File: config.mk
export PLATFORM = sky130hd
export DESIGN_NAME = deadtime_gate_ctrl
export DESIGN_NICKNAME = d
export VERILOG_FILES = /design/src/rtl/deadtime_gate_pkg.sv /design/src/rtl/dtg_sync.sv /design/src/rtl/dtg_wait_timer.sv /design/src/rtl/dtg_fsm.sv /design/src/rtl/deadtime_gate_ctrl.sv
export SDC_FILE = /design/constraint.sdc
export NUM_CORES = 1
export LEC_CHECK = 0
export CORE_MARGIN = 4
export CORE_UTILIZATION = 40
export DETAILED_ROUTE_END_ITERATION = 12
export GPL_TIMING_DRIVEN = 0
export MAX_ROUTING_LAYER = met4
export PLACE_DENSITY = 0.63
export SYNTH_ARGS = -nofsm -noshare
export SYNTH_HDL_FRONTEND = slang
export SYNTH_SLANG_ARGS = --single-unit
File: constraint.sdc
create_clock -name clk -period 4 [get_ports clk]
set_input_delay 1.2 -clock clk [delete_from_list [all_inputs] [get_ports clk]]
set_output_delay 1.2 -clock clk [all_outputs]
set_load 0.005 [all_outputs]
File: src/rtl/deadtime_gate_pkg.sv
package deadtime_gate_pkg;

  typedef enum logic [2:0] {
    DRV_IDLE   = 3'd0,
    DRV_HI_ARM = 3'd1,
    DRV_HI_ON  = 3'd2,
    DRV_LO_ARM = 3'd3,
    DRV_LO_ON  = 3'd4,
    DRV_CLAMP  = 3'd5
  } drv_state_e;

endpackage

File: src/rtl/dtg_sync.sv
module dtg_sync #(
  parameter int   STAGES  = 2,
  parameter logic RST_VAL = 1'b0
) (
  input  logic clk,
  input  logic rst_n,
  input  logic d,
  output logic q
);
  logic [STAGES-1:0] chain;

  for (genvar g = 0; g < STAGES; g++) begin : g_stage
    if (g == 0) begin : g_first
      always_ff @(posedge clk or negedge rst_n) begin
        if (!rst_n) chain[g] <= RST_VAL;
        else        chain[g] <= d;
      end
    end else begin : g_next
      always_ff @(posedge clk or negedge rst_n) begin
        if (!rst_n) chain[g] <= RST_VAL;
        else        chain[g] <= chain[g-1];
      end
    end
  end

  assign q = chain[STAGES-1];
endmodule

File: src/rtl/dtg_wait_timer.sv
module dtg_wait_timer #(
  parameter int MIN_DEAD = 4,
  parameter int TIMEOUT  = 64
) (
  input  logic clk,
  input  logic rst_n,
  input  logic restart,
  input  logic run,
  output logic dead_met,
  output logic expired
);
  localparam int CW = $clog2(TIMEOUT + 1);
  localparam logic [CW-1:0] DEAD_LAST = CW'(MIN_DEAD - 1);
  localparam logic [CW-1:0] TO_LAST   = CW'(TIMEOUT - 1);

  logic [CW-1:0] cnt_q;
  logic [CW-1:0] cnt_d;
  logic          cnt_en;

  // Count cycles spent in a waiting state; saturate at the timeout limit.
  always_comb begin
    cnt_en = restart || (run && (cnt_q != TO_LAST));
    cnt_d  = restart ? '0 : cnt_q + 1'b1;
  end

  always_ff @(posedge clk or negedge rst_n) begin
    if (!rst_n)      cnt_q <= '0;
    else if (cnt_en) cnt_q <= cnt_d;
  end

  assign dead_met = (cnt_q >= DEAD_LAST);
  assign expired  = (cnt_q >= TO_LAST);
endmodule

File: src/rtl/dtg_fsm.sv
module dtg_fsm
  import deadtime_gate_pkg::*;
(
  input  logic clk,
  input  logic rst_n,
  input  logic req_hi,
  input  logic enable,
  input  logic sync_mode,
  input  logic clamp_n,
  input  logic gate_low,
  input  logic node_low,
  input  logic dead_met,
  input  logic expired,
  output logic timer_restart,
  output logic timer_run,
  output logic hi_gate,
  output logic lo_gate,
  output logic fault
);
  drv_state_e state_q, state_d;
  logic       tmo_hit;
  logic       fault_d;

  // Next-state selection; clamp first, then enable, then fault lockout.
  always_comb begin
    state_d = state_q;
    tmo_hit = 1'b0;
    if (!clamp_n) begin
      state_d = DRV_CLAMP;
    end else if (!enable || fault) begin
      state_d = DRV_IDLE;
    end else begin
      unique case (state_q)
        DRV_IDLE:   state_d = req_hi ? DRV_HI_ARM : (sync_mode ? DRV_LO_ARM : DRV_IDLE);
        DRV_CLAMP:  state_d = DRV_IDLE;
        DRV_HI_ARM: begin
          if (!req_hi)                   state_d = sync_mode ? DRV_LO_ARM : DRV_IDLE;
          else if (gate_low && dead_met) state_d = DRV_HI_ON;
          else if (expired) begin
            state_d = DRV_IDLE;
            tmo_hit = 1'b1;
          end
        end
        DRV_HI_ON:  if (!req_hi) state_d = sync_mode ? DRV_LO_ARM : DRV_IDLE;
        DRV_LO_ARM: begin
          if (req_hi)                    state_d = DRV_HI_ARM;
          else if (!sync_mode)           state_d = DRV_IDLE;
          else if (node_low && dead_met) state_d = DRV_LO_ON;
          else if (expired) begin
            state_d = DRV_IDLE;
            tmo_hit = 1'b1;
          end
        end
        DRV_LO_ON: begin
          if (req_hi)          state_d = DRV_HI_ARM;
          else if (!sync_mode) state_d = DRV_IDLE;
        end
        default:    state_d = DRV_IDLE;
      endcase
    end
  end

  always_comb begin
    if (!enable)      fault_d = 1'b0;
    else if (tmo_hit) fault_d = 1'b1;
    else              fault_d = fault;
  end

  assign timer_restart = (state_d != state_q);
  assign timer_run     = (state_q == DRV_HI_ARM) || (state_q == DRV_LO_ARM);

  // State and gate registers: gates decoded from the next state, registered.
  always_ff @(posedge clk or negedge rst_n) begin
    if (!rst_n) begin
      state_q <= DRV_IDLE;
      hi_gate <= 1'b0;
      lo_gate <= 1'b0;
      fault   <= 1'b0;
    end else begin
      state_q <= state_d;
      hi_gate <= (state_d == DRV_HI_ON);
      lo_gate <= (state_d == DRV_LO_ON) || (state_d == DRV_CLAMP);
      fault   <= fault_d;
    end
  end
endmodule

File: src/rtl/deadtime_gate_ctrl.sv
module deadtime_gate_ctrl #(
  parameter bit INVERT_PWM  = 1'b0,
  parameter int SYNC_STAGES = 2,
  parameter int MIN_DEAD    = 4,
  parameter int TIMEOUT     = 64
) (
  input  logic clk,
  input  logic rst_n,
  input  logic pwm_in,
  input  logic enable,
  input  logic sync_mode,
  input  logic clamp_n,
  input  logic lo_gate_sense,
  input  logic sw_node_low,
  output logic hi_gate,
  output logic lo_gate,
  output logic fault
);
  logic req_hi;
  logic gate_chg_s;
  logic gate_low_s;
  logic node_low_s;
  logic tmr_restart;
  logic tmr_run;
  logic dead_met;
  logic expired;

  if (INVERT_PWM) begin : g_inv
    assign req_hi = ~pwm_in;
  end else begin : g_dir
    assign req_hi = pwm_in;
  end

  // Reset to the unsafe reading so nothing turns on before the chain fills.
  dtg_sync #(.STAGES(SYNC_STAGES), .RST_VAL(1'b1)) u_gate_sync (
    .clk(clk), .rst_n(rst_n), .d(lo_gate_sense), .q(gate_chg_s)
  );
  dtg_sync #(.STAGES(SYNC_STAGES), .RST_VAL(1'b0)) u_node_sync (
    .clk(clk), .rst_n(rst_n), .d(sw_node_low), .q(node_low_s)
  );
  assign gate_low_s = ~gate_chg_s;

  dtg_wait_timer #(.MIN_DEAD(MIN_DEAD), .TIMEOUT(TIMEOUT)) u_timer (
    .clk(clk), .rst_n(rst_n), .restart(tmr_restart), .run(tmr_run),
    .dead_met(dead_met), .expired(expired)
  );

  dtg_fsm u_fsm (
    .clk(clk), .rst_n(rst_n), .req_hi(req_hi), .enable(enable),
    .sync_mode(sync_mode), .clamp_n(clamp_n), .gate_low(gate_low_s),
    .node_low(node_low_s), .dead_met(dead_met), .expired(expired),
    .timer_restart(tmr_restart), .timer_run(tmr_run),
    .hi_gate(hi_gate), .lo_gate(lo_gate), .fault(fault)
  );
endmodule

# Yosys cells after proc, flatten, opt, wreduce, memory -nomap -nowiden
# Cells that the tools add are included.
[word_totals] register_bits=17 input_bits=8 out_inout_bits=3 wordCells=58
[op_classes] add_sub_neg=1 order_cmp=2 n_eq_ne=10 muxes=26 n_bitwise=1 n_reduce_logical=9
[ops] op="two-way mux 3 bit" count=11
[ops] op="case mux 3 bit (5 select lines)" count=1
[ops] op="two-way mux 1 bit" count=10
[ops] op="== test 3 x 2 -> 1 bit, second input constant" count=3
[ops] op="== test 3 bit, second input constant" count=3
[ops] op="adder 7 x 1 -> 7 bit, second input constant" count=1
[ops] op=">= comparator 7 x 2 -> 1 bit, second input constant" count=1
[ops] op=">= comparator 7 x 6 -> 1 bit, second input constant" count=1
[ops] op="two-way mux 7 bit" count=1
[ops] op="inequality test 7 x 6 -> 1 bit, second input constant" count=1
[ops] op="logical OR 1 bit" count=4
[ops] op="two-way mux 2 bit" count=2
[ops] op="== test 3 x 1 -> 1 bit, second input constant" count=1
[ops] op="logical AND 1 bit" count=3
[ops] op="zero test 3 bit" count=1
[ops] op="inequality test 3 bit" count=1
[ops] op="inequality test 2 x 1 -> 1 bit, second input constant" count=1
[ops] op="case mux 1 bit (2 select lines)" count=1
[ops] op="zero test 1 bit" count=1
[ops] op="NOT 1 bit" count=1

# Logic depth before layout (Yosys ltp)
[depth] word_depth=10 depth_mapped=7 depth_no_buf=7

# Cells and area by module
# Synthesis repeated with hierarchy kept, for this count alone.
[unflattened] hier_cells=95 area_unflattened_um2=975.9
[by_module_without_submodules] mod="dtg_wait_timer" n_inst=1 cells_each=41 area_each_um2=437.9 seq_area_each_um2=175.2
[by_module_without_submodules] mod="dtg_fsm" n_inst=1 cells_each=49 area_each_um2=431.7 seq_area_each_um2=150.1
[by_module_without_submodules] mod="dtg_sync (u_gate_sync)" n_inst=1 cells_each=2 area_each_um2=52.6 seq_area_each_um2=52.6
[by_module_without_submodules] mod="dtg_sync (u_node_sync)" n_inst=1 cells_each=2 area_each_um2=50.0 seq_area_each_um2=50.0
[by_module_without_submodules] mod="deadtime_gate_ctrl" n_inst=1 cells_each=1 area_each_um2=3.8 seq_area_each_um2=0.0

# Worst setup path after synthesis
# OpenSTA, ideal clock, no wires.
[synth_timing] path_kind="input to register" from="input sync_mode" to="register u_timer.cnt_q[0]" setup_ns=0.101 arrival_time_ns=2.437 required_ns=3.899 setup_slack_ns=1.462 path_stages=6 n_path_buf=0 path_cell_list="and4bb_1 > inv_1 > o311a_1 > or2_1 > o211a_4 > nor4_1"
[synth_between] elab_chain_len=7 word_cells_on_any_way=14 classes_between="1 x eq/ne; 12 x mux; 1 x reduce/logical"
[synth_rtl] element="start: declaration" line_no="deadtime_gate_ctrl.sv:11" text="input logic sync_mode,"
[synth_rtl] element="two-way mux 3 bit, or another cell as far along" line_no="dtg_fsm.sv:56" text="else if (!sync_mode) state_d = DRV_IDLE;"
[synth_rtl] element="two-way mux 3 bit, or another cell as far along" line_no="dtg_fsm.sv:55" text="if (req_hi) state_d = DRV_HI_ARM;"
[synth_rtl] element="case mux 3 bit (5 select lines) (*)" line_no="dtg_fsm.sv:33" text="unique case (state_q)"
[synth_rtl] element="two-way mux 3 bit (*)" line_no="dtg_fsm.sv:30" text="end else if (!enable || fault) begin"
[synth_rtl] element="two-way mux 3 bit (*)" line_no="dtg_fsm.sv:28" text="if (!clamp_n) begin"
[synth_rtl] element="inequality test 3 bit (*)" line_no="dtg_fsm.sv:69" text="assign timer_restart = (state_d != state_q);"
[synth_rtl] element="two-way mux 7 bit / logical OR 1 bit (equally long branches)" line_no="dtg_wait_timer.sv:23, dtg_wait_timer.sv:22"
[synth_rtl] element="end signal: assignment" line_no="dtg_wait_timer.sv:28" text="else if (cnt_en) cnt_q <= cnt_d;"
[synth_rtl] element="end: declaration" line_no="dtg_wait_timer.sv:16" text="logic [CW-1:0] cnt_q;"
# Every way passes the cells marked *; elsewhere a longest branch is shown, timed or not.
# A chain may end at the register's enable or synchronous reset.

# Worst setup path in the final report
[layout_timing] from="input pwm_in" to="register u_timer.cnt_q[5]"
[layout_between] elab_chain_len=6 word_cells_on_any_way=11 classes_between="1 x eq/ne; 9 x mux; 1 x reduce/logical"
[layout_rtl] element="start: declaration" line_no="deadtime_gate_ctrl.sv:9" text="input logic pwm_in,"
[layout_rtl] element="two-way mux 3 bit, or another cell as far along" line_no="dtg_fsm.sv:55"
[layout_rtl] element="case mux 3 bit (5 select lines) (*)" line_no="dtg_fsm.sv:33"
[layout_rtl] element="two-way mux 3 bit (*)" line_no="dtg_fsm.sv:30"
[layout_rtl] element="two-way mux 3 bit (*)" line_no="dtg_fsm.sv:28"
[layout_rtl] element="inequality test 3 bit (*)" line_no="dtg_fsm.sv:69"
[layout_rtl] element="two-way mux 7 bit / logical OR 1 bit (equally long branches)" line_no="dtg_wait_timer.sv:23, dtg_wait_timer.sv:22"
# Marks and branches as above.

==> metrics.md <==
| Metric | Value |
|---|---|
| Final TNS setup | `0 ps` |
| First-pass GRT wire length | `3610 um` |
| Clock sink count | `17` |
| Setup crit end kind | `flip-flop` |
| Final Util | `50.8%` |
| DR vias | `791` |
| Initial Util | `43.6%` |
| Final wirelength | `2050 um` |
| Min-Delay Startpoint | `u_gate_sync.chain[0]` |
| Cells on worst reg2reg path | `7` |
| I/O pin count | `11` |
| TritonRoute pass-1 iters | `4` |
| Cell row count | `17` |
| Synth cell types | `43` |
| Global placer's final weighted congestion | `0.910` |
| Leak | `0.459 nW` |
| Iter 0 DRT Violations | `10` |
| Mapped Cells | `100` |
| R2R Setup Slk | `1500 ps` |
| Number of inserted diodes | `0` |
| FF-to-FF End | `u_timer.cnt_q[5]` |
| Register area share after synthesis | `42.8%` |
| Worst-Margin Slew | `939 ps` |
| Max-slew headroom | `37.0%` |
| Critical path's slowest cell | `a211oi_1` |
| Worst Hold Class | `reg -> reg` |
| Syn Nets | `109` |
| Resized cells post-CTS | `0` |
| DP Area | `1140 sq um` |
| Setup Crit Path Kind | `in -> reg` |
| Root Driver | `clkbuf_4` |
| Status | `finished clean` |
| Max incr delay on CP | `750 ps` |
| Core area | `2300 sq um` |
| F_max | `333 MHz` |
| RR Startpoint | `u_timer.cnt_q[0]` |
| Share of layout cells above drive strength 1 | `11.4%` |
| FF+latch area | `428 sq um` |
| Largest net degree at the start of global routing | `18` |
| EDFF count, synth | `0` |
| # DRC | `0` |
| Port Buf Inserts | `10` |
| Max Cap Viol | `0` |
| Routed WL per cell | `14.5 um` |
| Die Span Y | `58.0 um` |
| Min Clock Period, post-route | `3000 ps` |
| TritonCTS clock tree | `built` |
| Peak VDD IR | `0.249 mV` |
| CTS Buf Count | `3` |
| Top cell by count, worst path | `nor3b_1` |
| Worst-Skew Late Latency | `300 ps` |
| CP delay by family, top | `compound AO/OA/AOI/OAI gates` |
| RSZ-0062 raised after global routing | `false` |
| Design area | `1170 sq um` |
| Nets | `124` |
| Pins Over Slew Limit | `0` |
| Crit-path max FO | `7` |
| Syn Std Cell Area | `1000 sq um` |
| Post-CTS Setup Bufs | `0` |
| Fin crit share | `75.1%` |
| Top_reg_cell synth | `dfrtp_1` |
| Area taken by multi-input logic gates | `549 sq um` |
| Clk_skew | `6.55 ps` |
| Cell Pwr Density | `288 nW/um^2` |
| Post-DP HPWL | `1540 um` |
| Die X | `58.0 um` |
| Die ar. | `3370 sq um` |
| Worst path buffer plus inverter count | `1` |
| Vias in the first global route | `747` |
| Gr usage total | `14.6%` |
| Area growth syn-to-layout | `16.5%` |
| Critical Path Source Type | `input port` |
| Vias/cell | `5.57` |
| Crit-path cells | `clkdlybuf4s50_1, nand2b_1, nor3b_1, a21oi_1, nor3b_1, a211oi_1, nor4_1` |
| Post-CTS Hold Fix Bufs | `0` |
| Hold Path Cell Cnt | `0` |
| Clock slew at reported path FFs | `100 ps` |
| Avg Inst Size Synth | `10.0 sq um` |
| FFs w/ async S/R, synth | `100%` |
| Fin. Hold Viols | `0` |
| Fillers | `221` |
| Clock buffer depth | `2` |
| Worst Path Required | `4140 ps` |
| H-tree levels | `1` |
| Hold_ws | `362 ps` |
| Post-route ant nets | `0` |
| Antenna violations before repair | `0` |
| GR Overflow Total | `0` |
| FF+latch count, synth | `17` |
| Setup Viol. Count Final | `0` |
| WP data arrival | `3140 ps` |
| Hold Path End | `u_gate_sync.q` |
| Synth warn | `0` |
## logic make-up (layout without fill, tap and decap cells)
logic type               Yosys count  in the layout  share of synthesized area (%)
AND/OR/NAND/NOR                   45             45                           28.0
flip-flops                        17             17                           42.7
adder cells (fa/ha/maj)            1              1                           1.25
buffers and inverters              4             18                           2.37
multiplexers                       1              1                           1.00
XOR/XNOR                           5              5                           4.38
AO/OA/AOI/OAI                     27             27                           20.3
## flip-flops by register name (all words and copies together) (netlist names)
signal             flops
u_fsm.fault            1
u_fsm.state_q          3
u_node_sync.q          1
u_fsm.lo_gate          1
u_gate_sync.q          1
u_timer.cnt_q          7
u_node_sync.chain      1
u_gate_sync.chain      1
u_fsm.hi_gate          1
## cell type report
type | instances | share of cell area, %
plain buffers | 2 | 1.39
repair buffers | 10 | 8.58
clock buffers | 3 | 1.93
well taps | 28 | 3.00
flip-flops and latches | 17 | 36.7
multi-input cells | 79 | 47.1
inverters | 2 | 0.644
clock inverters | 1 | 0.644
## placed cells by master (no fill, tap or decap), types with 4 or more instances in the layout
cell / n
dfrtp_1: 15
nor2b_1: 4
nor4_1: 9
o21a_1: 4
nand2_1: 5
nor2_1: 4
o21ai_0: 6
nand2b_1: 4
a21oi_1: 4
clkdlybuf4s50_1: 10
## through the flow
stage               setup WS, ps  power [mW]  std cells
floorplan                   1460       0.222        100
global placement             767       0.243        138
detailed placement           706       0.244        138
CTS                         1040       0.339        142
global route                 822       0.360        142
finish                       995       0.336        142
## worst max path at each step
| stage | end | cells past startpoint | start | slack, ps |
|---|---|---|---|---|
| global route | u_timer.cnt_q[5] | 7 | pwm_in | 820 |
| global placement | u_timer.cnt_q[5] | 7 | pwm_in | 770 |
| CTS | u_timer.cnt_q[5] | 7 | pwm_in | 1040 |
| finish | u_timer.cnt_q[5] | 7 | pwm_in | 1000 |
| floorplan | u_timer.cnt_q[0] | 6 | sync_mode | 1460 |
| detailed placement | u_timer.cnt_q[5] | 7 | pwm_in | 710 |
## synthesized netlist by cell type (2+ instances only)
library cell	count	area, sq um
or2_1	2	12.5
a211oi_1	2	15.0
and2_1	3	18.8
o21a_1	4	30.0
nand2_1	5	18.8
nor3b_1	2	15.0
xnor2_1	2	17.5
nand3_1	2	10.0
xor2_1	3	26.3
a21oi_1	4	20.0
nor2b_1	4	25.0
dfrtp_1	15	375
nand2b_1	4	25.0
inv_1	2	7.51
nor2_1	4	15.0
o21ai_0	6	30.0
dfstp_2	2	52.6
nor4_1	9	56.3
## power by group
part / leakage, nW / total (mW) / switching, mW / internal (mW)
combinational: 0.227 / 0.0591 / 0.0321 / 0.0271
sequential: 0.218 / 0.182 / 0.00413 / 0.178
clock: 0.0139 / 0.0943 / 0.0561 / 0.0381
## per-layer routing
layer  track usage [%]  routed length [um]  vias to the layer above
li1                  -                   -                      410
met1              20.4                1040                      363
met2              19.4                 893                       13
met3              4.90                  86                        5
met4              4.97                  29                        0
met5                 -                   0                        -
Note: power is estimated with default switching activity, not from simulation.
